==> config.mk <==
export PLATFORM = sky130hd
export DESIGN_NAME = stack_seq
export DESIGN_NICKNAME = d
export VERILOG_FILES = /design/src/rtl/stack_pkg.sv /design/src/rtl/stack_decode.sv /design/src/rtl/stack_step.sv /design/src/rtl/stack_seq.sv
export SDC_FILE = /design/constraint.sdc
export NUM_CORES = 1
export LEC_CHECK = 0
export CORE_ASPECT_RATIO = 1.25
export CORE_UTILIZATION = 40
export CTS_CLUSTER_DIAMETER = 200
export DETAILED_ROUTE_END_ITERATION = 7
export HOLD_SLACK_MARGIN = 0.05
export PLACE_DENSITY = 0.82
export SLEW_MARGIN = 20
export SYNTH_ARGS = -nofsm -noshare
export SYNTH_HDL_FRONTEND = slang
export SYNTH_SLANG_ARGS = --single-unit
==> constraint.sdc <==
create_clock -name clk -period 2.8 [get_ports clk]
set_clock_uncertainty 0.05 [all_clocks]
set_input_delay 0.56 -clock clk [delete_from_list [all_inputs] [get_ports clk]]
set_output_delay 0.56 -clock clk [all_outputs]
set_load 0.01 [all_outputs]
==> src/rtl/stack_pkg.sv <==
package stack_pkg;
    typedef enum logic [1:0] {
        S_IDLE   = 2'd0,
        S_XFER   = 2'd1,
        S_FINISH = 2'd2,
        S_FAULT  = 2'd3
    } seq_state_t;

    // field positions the decoder relies on
    localparam int BIT_D_EN  = 8;
    localparam int BIT_P_EN  = 7;
    localparam int BIT_PUSH  = 6;
    localparam int D_LO_LSB  = 3;
    localparam int P_LO_LSB  = 0;
    localparam int NUM_W     = 3;

    typedef struct packed {
        logic             ptr;
        logic [NUM_W-1:0] num;
    } reg_sel_t;
endpackage

==> src/rtl/stack_decode.sv <==
module stack_decode
    import stack_pkg::*;
#(
    parameter int NUM_D = 8,
    parameter int NUM_P = 6
) (
    input  logic [15:0]      instr,
    output logic             d_en,
    output logic             p_en,
    output logic             push,
    output logic [NUM_W-1:0] d_lo,
    output logic [NUM_W-1:0] p_lo,
    output logic             bad,
    output reg_sel_t         first
);
    localparam logic [NUM_W-1:0] D_TOP = NUM_W'(NUM_D - 1);
    localparam logic [NUM_W-1:0] P_TOP = NUM_W'(NUM_P - 1);

    always_comb begin
        d_en = instr[BIT_D_EN];
        p_en = instr[BIT_P_EN];
        push = instr[BIT_PUSH];
        d_lo = instr[D_LO_LSB +: NUM_W];
        p_lo = instr[P_LO_LSB +: NUM_W];
        bad  = (!d_en && !p_en) || (p_en && (p_lo > P_TOP));
        if (push) begin
            first = d_en ? '{ptr: 1'b0, num: d_lo} : '{ptr: 1'b1, num: p_lo};
        end else begin
            first = p_en ? '{ptr: 1'b1, num: P_TOP} : '{ptr: 1'b0, num: D_TOP};
        end
    end
endmodule

==> src/rtl/stack_step.sv <==
module stack_step
    import stack_pkg::*;
#(
    parameter int NUM_D = 8,
    parameter int NUM_P = 6
) (
    input  reg_sel_t         cur,
    input  logic             push,
    input  logic             d_en,
    input  logic             p_en,
    input  logic [NUM_W-1:0] d_lo,
    input  logic [NUM_W-1:0] p_lo,
    output reg_sel_t         next,
    output logic             last
);
    localparam logic [NUM_W-1:0] D_TOP = NUM_W'(NUM_D - 1);
    localparam logic [NUM_W-1:0] P_TOP = NUM_W'(NUM_P - 1);

    always_comb begin
        next = cur;
        last = 1'b0;
        if (push) begin
            if (!cur.ptr) begin
                if (cur.num == D_TOP) begin
                    if (p_en) next = '{ptr: 1'b1, num: p_lo};
                    else      last = 1'b1;
                end else begin
                    next.num = cur.num + NUM_W'(1);
                end
            end else begin
                if (cur.num == P_TOP) last = 1'b1;
                else                  next.num = cur.num + NUM_W'(1);
            end
        end else begin
            if (cur.ptr) begin
                if (cur.num == p_lo) begin
                    if (d_en) next = '{ptr: 1'b0, num: D_TOP};
                    else      last = 1'b1;
                end else begin
                    next.num = cur.num - NUM_W'(1);
                end
            end else begin
                if (cur.num == d_lo) last = 1'b1;
                else                 next.num = cur.num - NUM_W'(1);
            end
        end
    end
endmodule

==> src/rtl/stack_seq.sv <==
module stack_seq
    import stack_pkg::*;
#(
    parameter int AW    = 32,
    parameter int DW    = 32,
    parameter int NUM_D = 8,
    parameter int NUM_P = 6
) (
    input  logic          clk,
    input  logic          rst_n,
    input  logic          start,
    input  logic [15:0]   instr,
    input  logic [AW-1:0] sp_in,
    output logic          mem_req,
    output logic          mem_we,
    output logic [AW-1:0] mem_addr,
    output logic [DW-1:0] mem_wdata,
    input  logic [DW-1:0] mem_rdata,
    input  logic          mem_ready,
    output logic [3:0]    rf_idx,
    input  logic [DW-1:0] rf_rd_data,
    output logic          rf_we,
    output logic [DW-1:0] rf_wr_data,
    output logic          sp_we,
    output logic [AW-1:0] sp_out,
    output logic          done,
    output logic          illegal
);
    localparam logic [AW-1:0] STEP = AW'(DW / 8);

    seq_state_t       state_q;
    reg_sel_t         cur_q;
    logic [AW-1:0]    addr_q;
    logic             d_en_q, p_en_q, push_q;
    logic [NUM_W-1:0] d_lo_q, p_lo_q;

    logic             dec_d_en, dec_p_en, dec_push, dec_bad;
    logic [NUM_W-1:0] dec_d_lo, dec_p_lo;
    reg_sel_t         dec_first, step_next;
    logic             step_last;

    stack_decode #(.NUM_D(NUM_D), .NUM_P(NUM_P)) u_dec (
        .instr (instr),
        .d_en  (dec_d_en),
        .p_en  (dec_p_en),
        .push  (dec_push),
        .d_lo  (dec_d_lo),
        .p_lo  (dec_p_lo),
        .bad   (dec_bad),
        .first (dec_first)
    );

    stack_step #(.NUM_D(NUM_D), .NUM_P(NUM_P)) u_step (
        .cur  (cur_q),
        .push (push_q),
        .d_en (d_en_q),
        .p_en (p_en_q),
        .d_lo (d_lo_q),
        .p_lo (p_lo_q),
        .next (step_next),
        .last (step_last)
    );

    always_ff @(posedge clk) begin
        if (!rst_n) begin
            state_q <= S_IDLE;
            cur_q   <= '0;
            addr_q  <= '0;
            d_en_q  <= 1'b0;
            p_en_q  <= 1'b0;
            push_q  <= 1'b0;
            d_lo_q  <= '0;
            p_lo_q  <= '0;
        end else begin
            unique case (state_q)
                S_IDLE: begin
                    if (start) begin
                        if (dec_bad) begin
                            state_q <= S_FAULT;
                        end else begin
                            state_q <= S_XFER;
                            cur_q   <= dec_first;
                            addr_q  <= sp_in;
                            d_en_q  <= dec_d_en;
                            p_en_q  <= dec_p_en;
                            push_q  <= dec_push;
                            d_lo_q  <= dec_d_lo;
                            p_lo_q  <= dec_p_lo;
                        end
                    end
                end
                S_XFER: begin
                    if (mem_ready) begin
                        addr_q <= push_q ? (addr_q - STEP) : (addr_q + STEP);
                        if (step_last) state_q <= S_FINISH;
                        else           cur_q   <= step_next;
                    end
                end
                S_FINISH: state_q <= S_IDLE;
                S_FAULT:  state_q <= S_IDLE;
                default:  state_q <= S_IDLE;
            endcase
        end
    end

    always_comb begin
        mem_req    = 1'b0;
        mem_we     = 1'b0;
        rf_we      = 1'b0;
        sp_we      = 1'b0;
        done       = 1'b0;
        illegal    = 1'b0;
        mem_addr   = push_q ? (addr_q - STEP) : addr_q;
        mem_wdata  = rf_rd_data;
        rf_wr_data = mem_rdata;
        rf_idx     = {cur_q.ptr, cur_q.num};
        sp_out     = addr_q;
        unique case (state_q)
            S_IDLE: ;
            S_XFER: begin
                mem_req = 1'b1;
                mem_we  = push_q;
                rf_we   = !push_q && mem_ready;
            end
            S_FINISH: begin
                done  = 1'b1;
                sp_we = 1'b1;
            end
            S_FAULT: illegal = 1'b1;
            default: ;
        endcase
    end
endmodule

==> results of run 1 <==
## flip-flops by register name, indices dropped and copies added, names as in the netlist
| signal | cells |
|---|---|
| sp_out | 32 |
| rf_idx | 4 |
| d_lo_q | 3 |
| p_lo_q | 3 |
| state_q | 2 |
| d_en_q | 1 |
| p_en_q | 1 |
| push_q | 1 |
## routing by layer
metal / vias up / track usage, %
met2: 368 / 47.1
met5: - / 0
li1: 2494 / -
met4: 0 / 15.9
met1: 2480 / 31.0
met3: 73 / 5.58
## stage by stage
stage,hold WS [ns],power (mW)
after global routing,0.503,3.35
after floorplan,0.432,1.74
after detailed placement,0.469,2.38
after CTS,0.486,3.14
after global placement,0.447,2.36
final,0.480,3.20
## worst max-delay path, stage by stage, from the launching register on
cell,delay [ns]
dfxtp_2,0.32
or4_4,0.53
buf_6,0.13
nor4_4,0.33
nand2_2,0.10
buf_6,0.13
buf_6,0.11
nor3_4,0.11
xor2_1,0.15
buf_2,0.14
## layout make-up
type	instances	area, um2	share of cell area [%]
multi-input cells	472	3110	48.8
repair buffers	218	1920	30.0
flip-flops and latches	47	942	14.8
well taps	135	169	2.65
clock buffers	6	139	2.18
inverters	18	67.6	1.06
clock inverters	2	35.0	0.549
## cell usage in the layout (no fill, tap or decap), types with 18 or more instances in the layout
cell             count
xnor2_1             24
a31oi_1             19
nand3_1             22
clkdlybuf4s50_1     92
dfxtp_1             46
mux2i_1             18
nor2_1              47
buf_4               91
a21oi_1             42
o21ai_0             32
nand2_1             56
nor3_1              23
## timing repair
| item | in CTS | in global routing |
|---|---|---|
| gates resized for setup | 99 | 24 |
| pin swaps | 13 | 10 |
| buffers inserted | 15 | 4 |
| endpoints found under the setup margin | 24 | 26 |
## power by group
| group | internal, mW | switching [mW] | total (mW) |
|---|---|---|---|
| clock | 0.445 | 0.285 | 0.730 |
| sequential | 0.743 | 0.0900 | 0.833 |
| combinational | 0.772 | 0.861 | 1.63 |
| total | 1.96 | 1.24 | 3.20 |
## how the worst max path moves through the flow
| stage | startpoint | end | depth (start not counted) |
|---|---|---|---|
| after CTS | sp_out[6] | mem_addr[31] | 7 |
| after global routing | sp_out[6] | mem_addr[19] | 9 |
| final | sp_out[6] | mem_addr[19] | 9 |
| after detailed placement | sp_out[6] | mem_addr[31] | 7 |
| after global placement | sp_out[6] | mem_addr[31] | 7 |
| after floorplan | sp_out[6] | mem_addr[20] | 6 |
## logic make-up (layout without fill, tap and decap cells)
family / Yosys count / in the layout / synth area share, %
AO/OA/AOI/OAI: 155 / 155 / 21.3
XOR/XNOR: 39 / 39 / 7.51
adder cells (fa/ha/maj): 8 / 8 / 2.15
buffers and inverters: 140 / 244 / 16.9
flip-flops: 47 / 47 / 20.2
multiplexers: 20 / 20 / 4.36
AND/OR/NAND/NOR: 250 / 250 / 27.6
==> summary by stage, run 1 <==
Outcome
The run finished, with violations left. The checks that failed: DRC, setup timing.

Placement
The placed instance area is between 5000 and 6000 um2. The setup slack after placement is -0.321 ns. During placement, the flow inserted port buffers numbering 118. The final weighted congestion in routability-driven placement is roughly 0.95. Counting tap cells, the placed design contains a total of 873 instances.

Once detailed placement completed, the half-perimeter wirelength came to 11900 um.

Synth
For this run, the register share of the synthesized area comes to 20.2%. The register bit total from synthesis is 47. The most frequently used cell type in the post-synthesis netlist is buf_4. Ranked by instance count, the synthesized netlist is headed by buf_4 (67), nand2_1 (62), nor2_1 (52), clkbuf_1 (47), dfxtp_1 (47). The area share of the largest cell type after synthesis is about a fifth. The number of distinct standard cells referenced by the synthesized netlist is between 60 and 70. dfxtp_1 takes more of the synthesized area than any other cell. Yosys mapped a number of flops with a built-in enable equal to 0. The average instance in the mapped netlist occupies around 7 um2. For this run, the leading register cell type out of synthesis is dfxtp_1.

The cell area that synthesis handed to floorplanning was 4650 um2. The number of nets handed over by synthesis was 783. The total of warnings raised by yosys is 0. Of all flip-flops after synthesis, the portion carrying an async set or reset was 0%.

The synthesized netlist cell count is 659. In the post-synthesis netlist, the biggest area contributors are dfxtp_1 (20%), buf_4 (11%), xnor2_1 (5.3%), nand2_1 (5.0%), a21oi_1 (4.5%).

Clock network
The hold buffer count at CTS is 0. TritonCTS built the clock tree. The clock transition at the register clock pins on the worst setup and hold paths after CTS is 0.07 ns.

Buffers inserted during clock tree synthesis total 5. The clock tree synthesis step divided the H-tree into 2 levels. The clock drives 47 sinks. The library cell used as clock root buffer is clkbuf_16. The number of buffers between clock root and the deepest sink is 2. The clock latency on the worst-skew pair is between 0.2 and 0.3 ns.

STA
Of the available clock period, the critical path in the final layout requires 106%. The number of failing hold endpoints at the final stage is 0. The final-report max-slew violation count is 0.

Summed over all failing endpoints, the final setup total negative slack is -1.26 ns. Setup violations remaining at the end of the flow were counted as 13. For this run, the top clock speed supported by timing is roughly 0.34 GHz.

Subtracting the final worst setup slack from the clock period gives 2.96 ns. The transition at the pin with the smallest max-transition slack is 0.725 ns. Across all setup checks in the final design, the least slack found is -0.162 ns. Setup repair after global routing could not meet its margin everywhere. In this run the tightest slew margin relative to its limit is 51.5%.

Min path
The class of the tightest hold or removal check is reg -> reg. The endpoint with the worst hold slack is d_lo_q[2]. In this run the most critical hold path is launched from d_lo_q[2]. Counting instances, the worst hold path has a depth of 2.

Global routing
The global-route usage over all layers is 27.2%. The initial antenna violation count came to 0. The global-route wire length before repair is 26000 um.

Global routing finished with a remaining overflow of 0. Entering global routing, the biggest net connects 33 pins. The number of global-route vias before repair came to 5100.

Power
The total power divided by cell area is 501 nW/um2. The peak supply drop is 0.279 mV. The leakage power is 2.55 nW.

Route
The met3 routed wirelength is between 1500 and 2000 um. The top metal layer carrying routed signals is met4. The pre-antenna-repair detailed-routing pass consisted of 8 iterations. The final wirelength is between 15000 and 20000 um. The number of nets with antenna violations after detailed routing is 0.

The routed length on met2 is between 8000 and 9000 um. The detail-routed via count per cell is between 6 and 7. The violation count after the first detailed-routing iteration is 537.

The count of vias placed by the detailed router is 5415. After detailed routing, the average wire length per cell comes to 18.8 um. The length of routed wiring on met1 is 6170 um. The count of unresolved DRC violations after routing is 19.

Setup path
The kind of critical path is reg -> out. At the worst endpoint, the required time is 2.19 ns. Along the worst path, the maximum fanout reaches 3. The depth of the worst register-to-register path is 12. The worst reg2reg path endpoint is sp_out[25]. The launch instance of the worst register-to-register path is sp_out[6]. STA puts the critical path data arrival time at 2.35 ns. The type of element launching the critical path is a flop. The worst setup path is captured at an output port.

In this run the register-to-register setup slack is 0.17 ns.

Finish
The fraction of final layout cells with drive strength greater than 1 is ~22%. 0 antenna diodes ended up in the layout. The area of all placed cells without fillers is 6380 um2. The final-stage net count is between 800 and 900. After the flow finishes, the layout carries non-filler instances totaling 898. Relative to the synthesized area, the layout overhead comes to 37.3%. The final-layout fill cell count is 1029.

For this run, the share of the core covered by cells in the final layout is 57.0%.

Floorplanning
The die is between 90 and 100 um wide. The die covers approximately 12000 um2. For this configuration, the core starts out at a cell density of 41.5%. The I/O pin count is 254. The chip height is approximately 120 um. The core region is 11200 um2. The row count is 43.

Job
Max-cap violations in this run came to 0.
Power figures use the tool's default switching activity.
==> run 2, diff against run 1 <==
--- a/config.mk
+++ b/config.mk
@@ -5,6 +5,7 @@
 export SDC_FILE = /design/constraint.sdc
 export NUM_CORES = 1
 export LEC_CHECK = 0
+export ABC_AREA = 0
 export CORE_ASPECT_RATIO = 1.25
 export CORE_UTILIZATION = 40
 export CTS_CLUSTER_DIAMETER = 200
==> results of run 2 <==
No change in the layout: final DEF, timing and power equal those of run 1.
